**src/rtl/clkgen_pkg.sv**
```systemverilog
package clkgen_pkg;

  localparam int DATA_W = 8;
  localparam int ADDR_W = 2;

  localparam logic [ADDR_W-1:0] A_MAIN  = 2'd0;
  localparam logic [ADDR_W-1:0] A_PROC  = 2'd1;
  localparam logic [ADDR_W-1:0] A_RING  = 2'd2;
  localparam logic [ADDR_W-1:0] A_MODE  = 2'd3;

  localparam int B_HS_OFF  = 7;
  localparam int B_USE_SUB = 4;
  localparam int B_RING_OFF = 0;
  localparam int B_SEL_HS  = 0;
  localparam int B_ERR_CLR = 7;

  typedef enum logic [1:0] {
    SRC_RING = 2'b00,
    SRC_HS   = 2'b01,
    SRC_SUB  = 2'b10,
    SRC_NONE = 2'b11
  } src_e;

  typedef enum logic [1:0] {
    M_RUN  = 2'd0,
    M_STOP = 2'd1,
    M_HALT = 2'd2
  } mode_e;

  typedef struct packed {
    logic main_hs_off;
    logic proc_hs_off;
    logic use_sub;
    logic ring_off;
    logic sel_hs;
  } cfg_t;

  localparam cfg_t CFG_RESET = '{main_hs_off: 1'b1, proc_hs_off: 1'b1,
                                 use_sub: 1'b0, ring_off: 1'b0, sel_hs: 1'b0};

  function automatic logic hs_enable(input cfg_t c);
    return c.use_sub ? !c.proc_hs_off : !c.main_hs_off;
  endfunction

  function automatic logic ring_enable(input logic soft_ok, input cfg_t c);
    return !(soft_ok && c.ring_off);
  endfunction

  function automatic src_e cpu_source(input cfg_t c);
    if (c.use_sub) return SRC_SUB;
    if (c.sel_hs)  return SRC_HS;
    return SRC_RING;
  endfunction

  function automatic logic src_alive(input src_e s, input logic hs_on, input logic ring_on);
    case (s)
      SRC_RING: return ring_on;
      SRC_HS:   return hs_on;
      SRC_SUB:  return 1'b1;
      default:  return 1'b0;
    endcase
  endfunction

endpackage

```
**src/rtl/clkgen_cfg_regs.sv**
```systemverilog
module clkgen_cfg_regs
  import clkgen_pkg::*;
#(
  parameter int DW = DATA_W,
  parameter int AW = ADDR_W
) (
  input  logic          clk,
  input  logic          rst_n,
  input  logic          wr_en,
  input  logic [AW-1:0] wr_addr,
  input  logic [DW-1:0] wr_data,
  input  logic          soft_ok,
  input  logic          wr_allow,
  output logic          hs_on,
  output logic          ring_on,
  output src_e          live_src,
  output logic          err
);

  cfg_t cfg_q, cand;
  logic wr_fire, cand_ok, wr_reject, wr_accept, err_clr;
  logic [DW-1:0] wr_data_unused;

  assign wr_data_unused = wr_data;
  assign wr_fire = wr_en && wr_allow;

  always_comb begin
    cand = cfg_q;
    if (wr_fire) begin
      case (wr_addr)
        A_MAIN: cand.main_hs_off = wr_data[B_HS_OFF];
        A_PROC: begin
          cand.proc_hs_off = wr_data[B_HS_OFF];
          cand.use_sub     = wr_data[B_USE_SUB];
        end
        A_RING: cand.ring_off = wr_data[B_RING_OFF];
        default: cand.sel_hs = wr_data[B_SEL_HS];
      endcase
    end
  end

  assign cand_ok   = src_alive(cpu_source(cand), hs_enable(cand), ring_enable(soft_ok, cand));
  assign wr_reject = wr_fire && !cand_ok;
  assign wr_accept = wr_fire && cand_ok;
  assign err_clr   = wr_fire && (wr_addr == A_MODE) && wr_data[B_ERR_CLR];

  always_ff @(posedge clk) begin
    if (!rst_n) begin
      cfg_q <= CFG_RESET;
      err   <= 1'b0;
    end else begin
      if (wr_accept) cfg_q <= cand;
      if (wr_reject)    err <= 1'b1;
      else if (err_clr) err <= 1'b0;
    end
  end

  assign hs_on    = hs_enable(cfg_q);
  assign ring_on  = ring_enable(soft_ok, cfg_q);
  assign live_src = cpu_source(cfg_q);

  assert_src_live_R6: assert property (@(posedge clk) disable iff (!rst_n)
    src_alive(live_src, hs_on, ring_on));

  assert_reject_hold_R6: assert property (@(posedge clk) disable iff (!rst_n)
    wr_reject |=> $stable(cfg_q));

  assert_reject_flag_R7: assert property (@(posedge clk) disable iff (!rst_n)
    wr_reject |=> err);

  assert_locked_R11: assert property (@(posedge clk) disable iff (!rst_n)
    (wr_en && !wr_allow) |=> ($stable(cfg_q) && $stable(err)));

endmodule

```
**src/rtl/clkgen_mode_ctl.sv**
```systemverilog
module clkgen_mode_ctl
  import clkgen_pkg::*;
(
  input  logic clk,
  input  logic rst_n,
  input  logic stop_req,
  input  logic halt_req,
  input  logic wake,
  input  src_e live_src,
  output logic wr_allow,
  output src_e cpu_sel,
  output logic periph_en,
  output src_e periph_sel
);

  mode_e mode_q;
  src_e  saved_q;
  logic  enter_stop, enter_halt, leave_lp;

  assign enter_stop = (mode_q == M_RUN) && stop_req;
  assign enter_halt = (mode_q == M_RUN) && !stop_req && halt_req;
  assign leave_lp   = (mode_q != M_RUN) && wake;

  always_ff @(posedge clk) begin
    if (!rst_n) begin
      mode_q  <= M_RUN;
      saved_q <= SRC_RING;
    end else begin
      if (enter_stop) begin
        mode_q  <= M_STOP;
        saved_q <= live_src;
      end else if (enter_halt) begin
        mode_q  <= M_HALT;
        saved_q <= live_src;
      end else if (leave_lp) begin
        mode_q  <= M_RUN;
      end
    end
  end

  assign wr_allow   = (mode_q == M_RUN);
  assign cpu_sel    = wr_allow ? live_src : SRC_NONE;
  assign periph_en  = (mode_q != M_STOP);
  assign periph_sel = wr_allow ? live_src : saved_q;

  assert_enter_stop_R8: assert property (@(posedge clk) disable iff (!rst_n)
    enter_stop |=> (cpu_sel == SRC_NONE && !periph_en && periph_sel == $past(live_src)));

  assert_enter_halt_R9: assert property (@(posedge clk) disable iff (!rst_n)
    enter_halt |=> (cpu_sel == SRC_NONE && periph_en && periph_sel == $past(live_src)));

  assert_wake_R10: assert property (@(posedge clk) disable iff (!rst_n)
    leave_lp |=> (cpu_sel == saved_q && wr_allow));

endmodule

```
**src/rtl/clkgen_osc_ctrl.sv**
```systemverilog
module clkgen_osc_ctrl
  import clkgen_pkg::*;
(
  input  logic              clk,
  input  logic              rst_n,
  input  logic              wr_en,
  input  logic [ADDR_W-1:0] wr_addr,
  input  logic [DATA_W-1:0] wr_data,
  input  logic              opt_ring_soft_stop,
  input  logic              stop_req,
  input  logic              halt_req,
  input  logic              wake,
  output logic              hs_osc_en,
  output logic              ring_osc_en,
  output logic [1:0]        cpu_clk_sel,
  output logic              periph_clk_en,
  output logic [1:0]        periph_clk_sel,
  output logic              cfg_err
);

  logic wr_allow;
  src_e live_src, cpu_sel_e, periph_sel_e;

  clkgen_cfg_regs #(.DW(DATA_W), .AW(ADDR_W)) u_regs (
    .clk      (clk),
    .rst_n    (rst_n),
    .wr_en    (wr_en),
    .wr_addr  (wr_addr),
    .wr_data  (wr_data),
    .soft_ok  (opt_ring_soft_stop),
    .wr_allow (wr_allow),
    .hs_on    (hs_osc_en),
    .ring_on  (ring_osc_en),
    .live_src (live_src),
    .err      (cfg_err)
  );

  clkgen_mode_ctl u_mode (
    .clk        (clk),
    .rst_n      (rst_n),
    .stop_req   (stop_req),
    .halt_req   (halt_req),
    .wake       (wake),
    .live_src   (live_src),
    .wr_allow   (wr_allow),
    .cpu_sel    (cpu_sel_e),
    .periph_en  (periph_clk_en),
    .periph_sel (periph_sel_e)
  );

  assign cpu_clk_sel    = cpu_sel_e;
  assign periph_clk_sel = periph_sel_e;

  assert_ring_forced_R4: assert property (@(posedge clk) disable iff (!rst_n)
    !opt_ring_soft_stop |-> ring_osc_en);

  assert_stop_osc_hold_R8: assert property (@(posedge clk) disable iff (!rst_n)
    (!periph_clk_en && $past(!periph_clk_en)) |-> ($stable(hs_osc_en) && $stable(ring_osc_en)));

endmodule

```
**config.mk**
```make
export PLATFORM = sky130hd
export DESIGN_NAME = clkgen_osc_ctrl
export DESIGN_NICKNAME = d
export VERILOG_FILES = /design/src/rtl/clkgen_pkg.sv /design/src/rtl/clkgen_cfg_regs.sv /design/src/rtl/clkgen_mode_ctl.sv /design/src/rtl/clkgen_osc_ctrl.sv
export SDC_FILE = /design/constraint.sdc
export NUM_CORES = 1
export LEC_CHECK = 0
export ABC_AREA = 1
export BUFFER_PORTS_ARGS = -buffer_cell sky130_fd_sc_hd__buf_2
export CORE_AREA = 2 2 50 47
export DETAILED_ROUTE_END_ITERATION = 10
export DIE_AREA = 0 0 52 49
export PLACE_DENSITY = 0.63
export SYNTH_ARGS = -nofsm -noshare
export SYNTH_HDL_FRONTEND = slang
export SYNTH_SLANG_ARGS = --single-unit
```
**constraint.sdc**
```tcl
create_clock -name clk -period 2.29 [get_ports clk]
set_input_delay 0 -clock clk [delete_from_list [all_inputs] [get_ports clk]]
set_output_delay 0 -clock clk [all_outputs]
set_load 0.05 [all_outputs]
```
==> impl_metrics.tcl <==
set metrics [dict create \
    slew-limit-headroom_pct 70.18 \
    area_growth_pct 33.46 \
    syn_area_sq_um 673.1 \
    r2r-start "u_mode.mode_q[0]" \
    critPathTopFamily "buffers and inverters" \
    ff2ff_setup_slack_ps 220 \
    rr_endpoint "u_regs.cfg_q[3]" \
    fin_crit_ps 2073 \
    drive_gt1_share_pct 26.52 \
    antenna-diode-count 0 \
    cp.arrival_ps 2230 \
    die-area_sq_um 2548 \
    rows 16 \
    grt-ovfl-total 0 \
    clockBufferDepth 2 \
    maxCapViolations 0 \
    wl_met2_um 682 \
    cts-htree-levels 1 \
    mostFrequentLayoutCells "nand2_1 (29), buf_2 (19), inv_1 (15)" \
    initial_utilization_pct 32.65 \
    worstPathMaxFanout 12 \
    grtUsageTotal_pct 13.33 \
    cp_num_cells 11 \
    hp-class "in2reg" \
    drtIter0Drc 10 \
    vias_per_cell 4.478 \
    wl_met1_um 740 \
    fmax_ghz 0.4824 \
    finalWirelength_um 1495 \
    hold_violations 0 \
    grt_max_degree 13 \
    cts_tree "done" \
    layout_commonest_cell "nand2_1" \
    yosysWarnings 0 \
    leakage_nw 0.4482 \
    synth_cells 103 \
    ios 25 \
    grt_setup_unrepaired "false" \
    ys_seq_area_share_pct 29.74 \
    setup_violations 0 \
    r2r_cells 11 \
    synth_nets 120 \
    grt_pass1_vias 642 \
    grt_pass1_wl_um 2587 \
    worstMarginPinSlew_ps 442.6 \
    die_w_um 52 \
    endpoint_kind "flip-flop" \
    finalSetupTns_ps 0 \
    final_max_slew_viol_count 0 \
    synth-seq-cells 10 \
    path_class "reg2reg" \
    status "finished, final reports clean" \
    worstPathCellList "nor2_4 > nand2_4 > inv_2 > nand2_1 > nand2_2 > inv_1 > nand2_4 > nand2_8 > nand3_1 > nand3_1 > dlygate4sd3_1" \
    startpoint "u_mode.mode_q[0]" \
    fillerInstances 225 \
    postRouteAntennaNets 0 \
    avgRoutedWirePerCell_um 9.403 \
    power_density_nw_per_um2 741.9 \
    dp_hpwl_um 1098 \
    critPathMaxStageDelay_ps 560 \
    highest_layer "met4" \
    crit_end "u_regs.cfg_q[3]" \
    coreArea_sq_um 2062 \
    cp_slowest_cell "dlygate4sd3_1" \
    place_area_sq_um 787.0 \
    cts_root_buf "clkbuf_4" \
    avgSynthCellArea_sq_um 6.535 \
    nets 150 \
    vias 712 \
    fin_worst_skew_ps 0.6219 \
    die_h_um 49 \
    synth.distinct_cells 22 \
    cts_buffers 3 \
    clk_pin_slew_ps 70 \
    clock_sinks 10 \
    antenna_found_initial 0 \
    critPathBufInv 3 \
    portBuffers 19 \
    dr.pass1.iters 4 \
    peakVddDrop_mv 0.2427 \
    finalInstanceArea_sq_um 898.4 \
    crit_path_start_kind "flip-flop" \
    drc 0 \
    timing.final.crit_share_pct 90.52 \
    insertion_delay_ps 260 \
    required_ps 2440 \
    place.gp.congestion 0.7853 \
    met3_length_um 58 \
]
[synthesized netlist by cell type]
cell type  number  share of area, %
a21oi_1         8               5.9
nand2_8         1               3.0
nand3b_1        1               1.1
nand2_4         2               3.3
buf_1           1              0.56
nand3_1        10               7.4
nand4_1         1              0.93
inv_1          15               8.4
nor2_1         10               5.6
a211oi_1        1               1.1
inv_2           1              0.56
o21a_1          2               2.2
dfxtp_1        10                30
nand3_2         2               3.0
buf_6           1               1.7
nand2_1        29                16
o21ai_0         3               2.2
or2_2           1              0.93
nor2_4          1               1.7
a21oi_4         1               2.4
o31ai_1         1               1.1
nand2_2         1              0.93
[area by class of cell]
cell class                      instances  area [sq um]  share of cell area (%)
Multi-Input combinational cell         75         397.9                   44.29
Timing Repair Buffer                   27         170.2                   18.94
Clock buffer                            4         36.28                   4.039
Tap cell                               27         33.78                   3.760
Sequential cell                        10         200.2                   22.28
Inverter                               16         60.06                   6.685
[flip-flops by register name, summed over array words and instances, names as in the netlist]
name	flops
u_mode.saved_q	2
u_regs.cfg_q	5
u_mode.mode_q	2
u_regs.err	1
[what timing repair did]
| action | in CTS | in global routing |
|---|---|---|
| setup endpoints to repair | 0 | 1 |
| resized for setup | 0 | 0 |
| hold endpoints to repair | 4 | 0 |
| buffers inserted | 0 | 2 |
| hold buffers | 6 | 0 |
[power by group]
part / internal [mW] / total, mW / switching (mW)
Clock: 0.0965 / 0.162 / 0.0657
Combinational: 0.0947 / 0.292 / 0.198
Sequential: 0.194 / 0.212 / 0.0179
Total: 0.385 / 0.666 / 0.281
[per-stage QoR]
step	power [mW]	hold WS (ps)	cells	utilization, %	worst slack [ps]
global route	0.7176	12.98	159	43.57	58.88
floorplan	0.4399	138.7	103	-	206.7
global placement	0.4898	255.9	147	38.17	712.5
finish	0.6665	12.95	159	43.57	217.1
detailed placement	0.4933	264.8	147	38.17	677.0
CTS	0.6675	3.168	157	42.84	157.5
[worst min-delay path, stage by stage]
cell	delay [ps]
buf_2	100
nand2_1	70
a21oi_1	60
[cells by family (layout without fill, tap and decap cells)]
| kind of cell | Yosys count | count (layout) | synth area share [%] |
|---|---|---|---|
| AND/OR/NAND/NOR | 59 | 59 | 44.05 |
| buffers and inverters | 18 | 47 | 11.15 |
| AO/OA/AOI/OAI | 16 | 16 | 15.06 |
| flip-flops | 10 | 10 | 29.74 |
[worst min path at each step]
stage / start / to / slack (ps) / depth (start not counted)
2_1_floorplan: halt_req / u_mode.mode_q[1] / 140 / 2
3_3_place_gp: halt_req / u_mode.mode_q[1] / 260 / 3
3_5_place_dp: halt_req / u_mode.mode_q[1] / 260 / 3
4_1_cts: stop_req / u_mode.mode_q[0] / 3 / 3
5_1_grt: stop_req / u_mode.mode_q[0] / 10 / 3
6_report: stop_req / u_mode.mode_q[0] / 10 / 3
[layer usage]
metal | vias up | global-route usage (%)
met5 | - | 0
met4 | 0 | 6.140
met3 | 2 | 3.681
met2 | 14 | 21.52
met1 | 309 | 16.10
li1 | 387 | -
(Power assumes the default switching activity.)
